[src/rtl/i2c_fq_pkg.sv]
package i2c_fq_pkg;
    typedef enum logic {RX_IDLE, RX_RUN} rx_state_e;
    typedef enum logic [1:0] {TX_IDLE, TX_ASK, TX_WAIT} tx_state_e;

    localparam int ST_RX_RDY = 0;
    localparam int ST_RX_DRN = 1;
    localparam int ST_TX_RDY = 2;
    localparam int ST_TX_DRN = 3;
    localparam int ST_W      = 4;

    localparam int CFG_TX_THR_LSB = 0;
    localparam int CFG_TX_CLR_BIT = 6;
    localparam int CFG_RX_THR_LSB = 8;
    localparam int CFG_RX_CLR_BIT = 14;
endpackage

[src/rtl/fq_level_ctr.sv]
module fq_level_ctr #(
    parameter int DEPTH = 16,
    parameter int LVL_W = $clog2(DEPTH + 1)
) (
    input  logic             clk,
    input  logic             rst_n,
    input  logic             clr,
    input  logic             push,
    input  logic             pop,
    output logic [LVL_W-1:0] level
);
    localparam logic [LVL_W-1:0] FULL = LVL_W'(DEPTH);

    logic do_pop, do_push;

    always_comb begin
        do_pop  = pop && (level != '0);
        do_push = push && ((level != FULL) || do_pop);
    end

    always_ff @(posedge clk or negedge rst_n) begin
        if (!rst_n) begin
            level <= '0;
        end else if (clr) begin
            level <= '0;
        end else if (do_push && !do_pop) begin
            level <= level + 1'b1;
        end else if (do_pop && !do_push) begin
            level <= level - 1'b1;
        end
    end
endmodule

[src/rtl/fq_rx_track.sv]
module fq_rx_track
    import i2c_fq_pkg::*;
#(
    parameter int LEN_W = 8,
    parameter int LVL_W = 5
) (
    input  logic             clk,
    input  logic             rst_n,
    input  logic             start,
    input  logic [LEN_W-1:0] len,
    input  logic [LVL_W-1:0] thr,
    input  logic             push,
    input  logic             stop,
    input  logic             clr,
    output logic             ev_ready,
    output logic             ev_drain
);
    rx_state_e        state_q, state_n;
    logic [LEN_W-1:0] left_q, left_n;
    logic [LVL_W-1:0] grp_q, grp_n, grp_inc;

    always_ff @(posedge clk or negedge rst_n) begin
        if (!rst_n) begin
            state_q <= RX_IDLE;
            left_q  <= '0;
            grp_q   <= '0;
        end else begin
            state_q <= state_n;
            left_q  <= left_n;
            grp_q   <= grp_n;
        end
    end

    always_comb begin
        state_n  = state_q;
        left_n   = left_q;
        grp_n    = grp_q;
        ev_ready = 1'b0;
        ev_drain = 1'b0;
        grp_inc  = grp_q + 1'b1;
        unique case (state_q)
            RX_IDLE: begin
                if (start && (len != '0)) begin
                    state_n = RX_RUN;
                    left_n  = len;
                    grp_n   = '0;
                end
            end
            RX_RUN: begin
                if (push) begin
                    left_n = left_q - 1'b1;
                    if (grp_inc == thr) begin
                        ev_ready = 1'b1;
                        grp_n    = '0;
                    end else begin
                        grp_n = grp_inc;
                    end
                    if ((left_q == LEN_W'(1)) || stop) begin
                        state_n  = RX_IDLE;
                        ev_drain = (grp_inc != thr);
                    end
                end else if (stop) begin
                    state_n  = RX_IDLE;
                    ev_drain = (grp_q != '0);
                end
            end
        endcase
        if (clr) begin
            state_n  = RX_IDLE;
            left_n   = '0;
            grp_n    = '0;
            ev_ready = 1'b0;
            ev_drain = 1'b0;
        end
    end
endmodule

[src/rtl/fq_tx_track.sv]
module fq_tx_track
    import i2c_fq_pkg::*;
#(
    parameter int LEN_W = 8,
    parameter int LVL_W = 5
) (
    input  logic             clk,
    input  logic             rst_n,
    input  logic             start,
    input  logic [LEN_W-1:0] len,
    input  logic [LVL_W-1:0] thr,
    input  logic [LVL_W-1:0] free,
    input  logic             push,
    input  logic             stop,
    input  logic             clr,
    output logic             ev_ready,
    output logic             ev_drain
);
    localparam int CW = (LEN_W > LVL_W) ? LEN_W : LVL_W;

    tx_state_e        state_q, state_n;
    logic [LEN_W-1:0] need_q, need_n;
    logic [LVL_W-1:0] grp_q, grp_n;
    logic [CW-1:0]    need_c, thr_c, free_c;

    always_ff @(posedge clk or negedge rst_n) begin
        if (!rst_n) begin
            state_q <= TX_IDLE;
            need_q  <= '0;
            grp_q   <= '0;
        end else begin
            state_q <= state_n;
            need_q  <= need_n;
            grp_q   <= grp_n;
        end
    end

    always_comb begin
        state_n  = state_q;
        need_n   = need_q;
        grp_n    = grp_q;
        ev_ready = 1'b0;
        ev_drain = 1'b0;
        need_c   = CW'(need_q);
        thr_c    = CW'(thr);
        free_c   = CW'(free);
        unique case (state_q)
            TX_IDLE: begin
                if (start && (len != '0)) begin
                    state_n = TX_ASK;
                    need_n  = len;
                end
            end
            TX_ASK: begin
                if (need_q == '0) begin
                    state_n = TX_IDLE;
                end else if (need_c >= thr_c) begin
                    if (free_c >= thr_c) begin
                        ev_ready = 1'b1;
                        grp_n    = thr;
                        need_n   = need_q - LEN_W'(thr);
                        state_n  = TX_WAIT;
                    end
                end else if (free_c >= need_c) begin
                    ev_drain = 1'b1;
                    grp_n    = LVL_W'(need_q);
                    need_n   = '0;
                    state_n  = TX_WAIT;
                end
            end
            TX_WAIT: begin
                if (push) begin
                    grp_n = grp_q - 1'b1;
                    if (grp_q == LVL_W'(1)) begin
                        state_n = TX_ASK;
                    end
                end
            end
            default: state_n = TX_IDLE;
        endcase
        if (clr || (stop && (state_q != TX_IDLE))) begin
            state_n  = TX_IDLE;
            need_n   = '0;
            grp_n    = '0;
            ev_ready = 1'b0;
            ev_drain = 1'b0;
        end
    end
endmodule

[src/rtl/i2c_fifo_events.sv]
module i2c_fifo_events
    import i2c_fq_pkg::*;
#(
    parameter int DEPTH = 16,
    parameter int LEN_W = 8,
    parameter int THR_W = $clog2(DEPTH),
    parameter int LVL_W = $clog2(DEPTH + 1)
) (
    input  logic             clk,
    input  logic             rst_n,
    input  logic             cfg_wr,
    input  logic [15:0]      cfg_wdata,
    input  logic             xfer_start,
    input  logic             xfer_rx,
    input  logic [LEN_W-1:0] xfer_len,
    input  logic             xfer_end,
    input  logic             rx_push,
    input  logic             rx_pop,
    input  logic             tx_push,
    input  logic             tx_pop,
    input  logic [3:0]       sts_w1c,
    input  logic [3:0]       irq_en,
    output logic [3:0]       sts,
    output logic             irq,
    output logic [LVL_W-1:0] rx_level,
    output logic [LVL_W-1:0] tx_level
);
    logic [THR_W-1:0] rx_code_q, tx_code_q;
    logic [LVL_W-1:0] rx_thr, tx_thr, tx_free;
    logic             rx_clr, tx_clr;
    logic             rx_rdy_ev, rx_drn_ev, tx_rdy_ev, tx_drn_ev;
    logic [ST_W-1:0]  set_v, clr_mask, sts_q;
    logic             cfg_unused;

    assign cfg_unused = ^cfg_wdata;

    always_ff @(posedge clk or negedge rst_n) begin
        if (!rst_n) begin
            rx_code_q <= '0;
            tx_code_q <= '0;
        end else if (cfg_wr) begin
            rx_code_q <= cfg_wdata[CFG_RX_THR_LSB +: THR_W];
            tx_code_q <= cfg_wdata[CFG_TX_THR_LSB +: THR_W];
        end
    end

    always_comb begin
        rx_clr  = cfg_wr && cfg_wdata[CFG_RX_CLR_BIT];
        tx_clr  = cfg_wr && cfg_wdata[CFG_TX_CLR_BIT];
        rx_thr  = LVL_W'(rx_code_q) + LVL_W'(1);
        tx_thr  = LVL_W'(tx_code_q) + LVL_W'(1);
        tx_free = LVL_W'(DEPTH) - tx_level;
    end

    fq_level_ctr #(.DEPTH(DEPTH), .LVL_W(LVL_W)) u_rx_lvl (
        .clk(clk), .rst_n(rst_n), .clr(rx_clr),
        .push(rx_push), .pop(rx_pop), .level(rx_level)
    );

    fq_level_ctr #(.DEPTH(DEPTH), .LVL_W(LVL_W)) u_tx_lvl (
        .clk(clk), .rst_n(rst_n), .clr(tx_clr),
        .push(tx_push), .pop(tx_pop), .level(tx_level)
    );

    fq_rx_track #(.LEN_W(LEN_W), .LVL_W(LVL_W)) u_rx_trk (
        .clk(clk), .rst_n(rst_n),
        .start(xfer_start && xfer_rx), .len(xfer_len), .thr(rx_thr),
        .push(rx_push), .stop(xfer_end), .clr(rx_clr),
        .ev_ready(rx_rdy_ev), .ev_drain(rx_drn_ev)
    );

    fq_tx_track #(.LEN_W(LEN_W), .LVL_W(LVL_W)) u_tx_trk (
        .clk(clk), .rst_n(rst_n),
        .start(xfer_start && !xfer_rx), .len(xfer_len), .thr(tx_thr),
        .free(tx_free), .push(tx_push), .stop(xfer_end), .clr(tx_clr),
        .ev_ready(tx_rdy_ev), .ev_drain(tx_drn_ev)
    );

    always_comb begin
        set_v                = '0;
        set_v[ST_RX_RDY]     = rx_rdy_ev;
        set_v[ST_RX_DRN]     = rx_drn_ev;
        set_v[ST_TX_RDY]     = tx_rdy_ev;
        set_v[ST_TX_DRN]     = tx_drn_ev;
        clr_mask             = '0;
        clr_mask[ST_RX_RDY]  = rx_clr;
        clr_mask[ST_RX_DRN]  = rx_clr;
        clr_mask[ST_TX_RDY]  = tx_clr;
        clr_mask[ST_TX_DRN]  = tx_clr;
    end

    always_ff @(posedge clk or negedge rst_n) begin
        if (!rst_n) begin
            sts_q <= '0;
        end else begin
            sts_q <= (sts_q & ~sts_w1c & ~clr_mask) | set_v;
        end
    end

    assign sts = sts_q;
    assign irq = |(sts_q & irq_en);
endmodule

[config.mk]
export PLATFORM = sky130hd
export DESIGN_NAME = i2c_fifo_events
export DESIGN_NICKNAME = d
export VERILOG_FILES = /design/src/rtl/i2c_fq_pkg.sv /design/src/rtl/fq_level_ctr.sv /design/src/rtl/fq_rx_track.sv /design/src/rtl/fq_tx_track.sv /design/src/rtl/i2c_fifo_events.sv
export SDC_FILE = /design/constraint.sdc
export NUM_CORES = 1
export LEC_CHECK = 0
export BUFFER_PORTS_ARGS = -buffer_cell sky130_fd_sc_hd__buf_2
export CORE_UTILIZATION = 51
export CTS_CLUSTER_DIAMETER = 60
export CTS_CLUSTER_SIZE = 10
export DETAILED_ROUTE_END_ITERATION = 8
export GPL_TIMING_DRIVEN = 0
export PLACE_DENSITY_LB_ADDON = 0.25
export REMOVE_ABC_BUFFERS = 1
export SYNTH_ARGS = -nofsm -noshare
export SYNTH_HDL_FRONTEND = slang
export SYNTH_SLANG_ARGS = --single-unit
[constraint.sdc]
create_clock -name clk -period 3.5 [get_ports clk]
set_input_delay 0.7 -clock clk [delete_from_list [all_inputs] [get_ports clk]]
set_output_delay 0.7 -clock clk [all_outputs]
set_load 0.01 [all_outputs]
==> flow_summary.yaml <==
clocking:
  cts_sinks: 51
  clock_latency_ns: 0.31
  htree_levels: 2
  cts_tree: "yes"
  cts_buffers: 5
  cts_buffer_depth: 2
  cts_hold_buf: 0
  clockRootBuffer: "clkbuf_8"
  clk_pin_slew_ns: 0.10
floorplanning:
  ios: 57
  die_area_um2: 8140
  start_util_pct: 53.9
  die_w_um: 90.2
  core_area_um2: 7370
  die_y_um: 90.2
  num_rows: 31
synthesis:
  synth.most_common_cell: "dfrtp_1"
  synth_seq_cells: 51
  yosys.cell_types.count: 70
  postSynthCellCount: 439
  seq_area_frac_synth_pct: 32.1
  synth.top_cell.area_share_pct: 32.1
  synth_area_leaders: "dfrtp_1, ha_1, xnor2_1"
  synthTopCellsByCount: "dfrtp_1, nand2_1, ha_1"
  synth_edf_count: 0
  yosys.area.top_type: "dfrtp_1"
  ys.flop_type: "dfrtp_1"
  async_reset_ff_share_pct: 100
  ys_warn_count: 0
  syn_area_um2: 3970
  syn_avg_cell_area_um2: 9.04
power:
  total_power_mw: 3.59
  irDropWorstVdd_mv: 0.456
  power.density_nw_per_um2: 816
  p_leak_nw: 2.00
global_route:
  antenna_found_initial: 0
  grt_usage_pct: 23.3
  grt_pass1_vias: 3150
  grt_max_degree: 52
  grt_pass1_wl_um: 15400
  grt_overflow_total: 0
min_path:
  hold_start: "u_rx_trk.left_q[1]"
  hp-class: "flop to flop"
  holdPathEnd: "u_rx_trk.left_q[1]"
  worstHoldPathCells: 2
placement:
  dpl_worst_slack_ns: -0.100
  dp.final_hpwl_um: 6860
  gp_congestion: 0.892
  io_buffers: 50
setup_path:
  r2r_setup_slack_ns: 0.22
  crit_fanout: 9
  max_stage_delay_ns: 0.44
  required_ns: 3.70
  crit_slowest_cell: "dfrtp_1"
  worstRegToRegCells: 10
  path_cells: "ha_1 -> inv_1 -> ha_1 -> a21bo_2 -> maj3_1 -> a31oi_4 -> and2_4 -> o211ai_2 -> a21oi_4 -> mux2_2"
  crit_path_start_kind: "flop"
  worst_path_dominant_cell_family: "adder cells"
  path_class: "flop to flop"
  worstReg2RegStart: "tx_code_q[0]"
  r2r-end: "u_tx_trk.need_c[1]"
  crit_path_end_kind: "flop"
  cp_num_buf_inv: 1
  crit_top_cell: "ha_1"
  crit_arrival_ns: 3.48
  crit_start: "tx_code_q[0]"
route:
  drt-pass1-iter-count: 4
  ant_nets: 0
  routed_wl_um: 8960
  post_drt_wl_per_cell_um: 15.4
  viasPerCell: 5.83
  vias: 3400
  drc_errors: 0
  drt_iter0_markers: 241
sta:
  period_minus_slack_ns: 3.28
  finalSetupTns_ns: 0
  slew_headroom_pct: 24.2
  worst_pin_slew_ns: 1.14
  rsz0062_at_grt: "no"
  hold_viol_final: 0
  setup_viol: 0
  fmax_mhz: 305
  period_share_pct: 93.7
  finalWorstSetupSlack_ns: 0.221
  slew_violations: 0
  fin_skew_ns: 0.0106
layout:
  seqCellArea_um2: 1280
  area_growth_pct: 10.9
  layout.nets: 560
  multiInputGateArea_um2: 2510
  fillers: 687
  drive_gt1_share_pct: 18.6
  n_antenna_cell: 0
run:
  drv_cap: 0
outcome:
  status: "complete, no violations"
-- sequential cells by signal (all words and copies together) (netlist names) --
register,flops
u_rx_lvl.level,5
u_tx_trk.need_c,8
u_rx_trk.state_q,1
tx_code_q,4
u_tx_lvl.level,5
u_rx_trk.left_q,8
rx_code_q,4
sts,4
u_rx_trk.grp_q,5
u_tx_trk.state_q,2
u_tx_trk.grp_q,5
-- repair_timing --
item                       4_1_cts  5_1_grt
resized for setup                2        3
pin swaps                        0        1
setup buffers                    0        1
setup endpoints to repair       10        9
-- power by group --
part           total (mW)  internal, mW  switching (mW)
clock network       0.436         0.232           0.204
registers           0.984         0.757           0.228
logic                2.17         0.986            1.19
-- cells by family after synthesis --
logic type      count (synthesis)  synth area share, %
fa+ha+maj                      38                 12.4
simple gates                  131                 16.3
compound gates                122                 21.2
xor+xnor                       30                 6.97
buf+inv                        45                 5.01
mux                            22                 6.02
flops                          51                 32.1
-- layer usage --
metal | vias to the layer above | part of all wire [%] | global-route usage (%)
met1 | 1628 | 47 | 33.0
met3 | 13 | 4.7 | 4.06
met4 | 0 | 1.8 | 7.39
met2 | 78 | 46 | 36.1
li1 | 1681 | - | -
met5 | - | 0 | 0
-- layout by cell type (no fill, tap or decap), drive strengths merged, types with 3 or more instances in the layout --
master	synthesis	layout
o21a	3	3
xnor2	26	26
a21o	5	5
ha	32	32
o211ai	5	5
nor3	10	10
buf	4	51
mux2	15	15
clkbuf	10	6
nand2	40	40
xor2	3	3
o21ai	32	32
nor4	5	5
mux2i	7	7
a22o	3	3
or3	3	3
fa	3	3
a21oi	31	31
inv	31	31
dfrtp	51	51
nand2b	7	7
and2	3	3
or4	3	3
a22oi	10	10
nand3b	4	4
a211oi	3	3
maj3	3	3
nor2	30	30
nand3	14	14
a31oi	4	4
-- how the worst max path moves through the flow --
stage          slack (ns)  cells after the start                 end
2_1_floorplan        0.30                     10  u_tx_trk.need_c[0]
3_3_place_gp        -0.08                     10  u_tx_trk.need_c[1]
3_5_place_dp        -0.10                     10  u_tx_trk.need_c[3]
4_1_cts              0.08                     10  u_tx_trk.need_c[0]
5_1_grt              0.07                     10  u_tx_trk.need_c[1]
6_report             0.22                     10  u_tx_trk.need_c[1]
-- worst min-delay path, delay by kind of cell (launching register included) --
kind	cells	cell delay, ns
AND/OR/NAND/NOR	1	0.05
AO/OA/AOI/OAI	1	0.06
flip-flops	1	0.39
-- final cells by class --
type / count / share of cell area (%)
tap: 99 / 2.81
clock buffer: 6 / 1.88
multi-input combinational: 343 / 57.0
clock inverter: 2 / 0.795
timing repair buffer: 51 / 5.85
sequential: 51 / 29.0
inverter: 31 / 2.64
-- stage by stage --
step | area [um^2] | util (%) | hold slack (ns) | std cells
2_1_floorplan | 3890 | - | 0.404 | 425
3_3_place_gp | 4260 | 57.8 | 0.500 | 574
3_5_place_dp | 4260 | 57.8 | 0.511 | 574
4_1_cts | 4390 | 59.5 | 0.534 | 582
5_1_grt | 4400 | 59.8 | 0.573 | 583
6_report | 4400 | 59.8 | 0.529 | 583
Note: power is estimated with default switching activity, not from simulation.
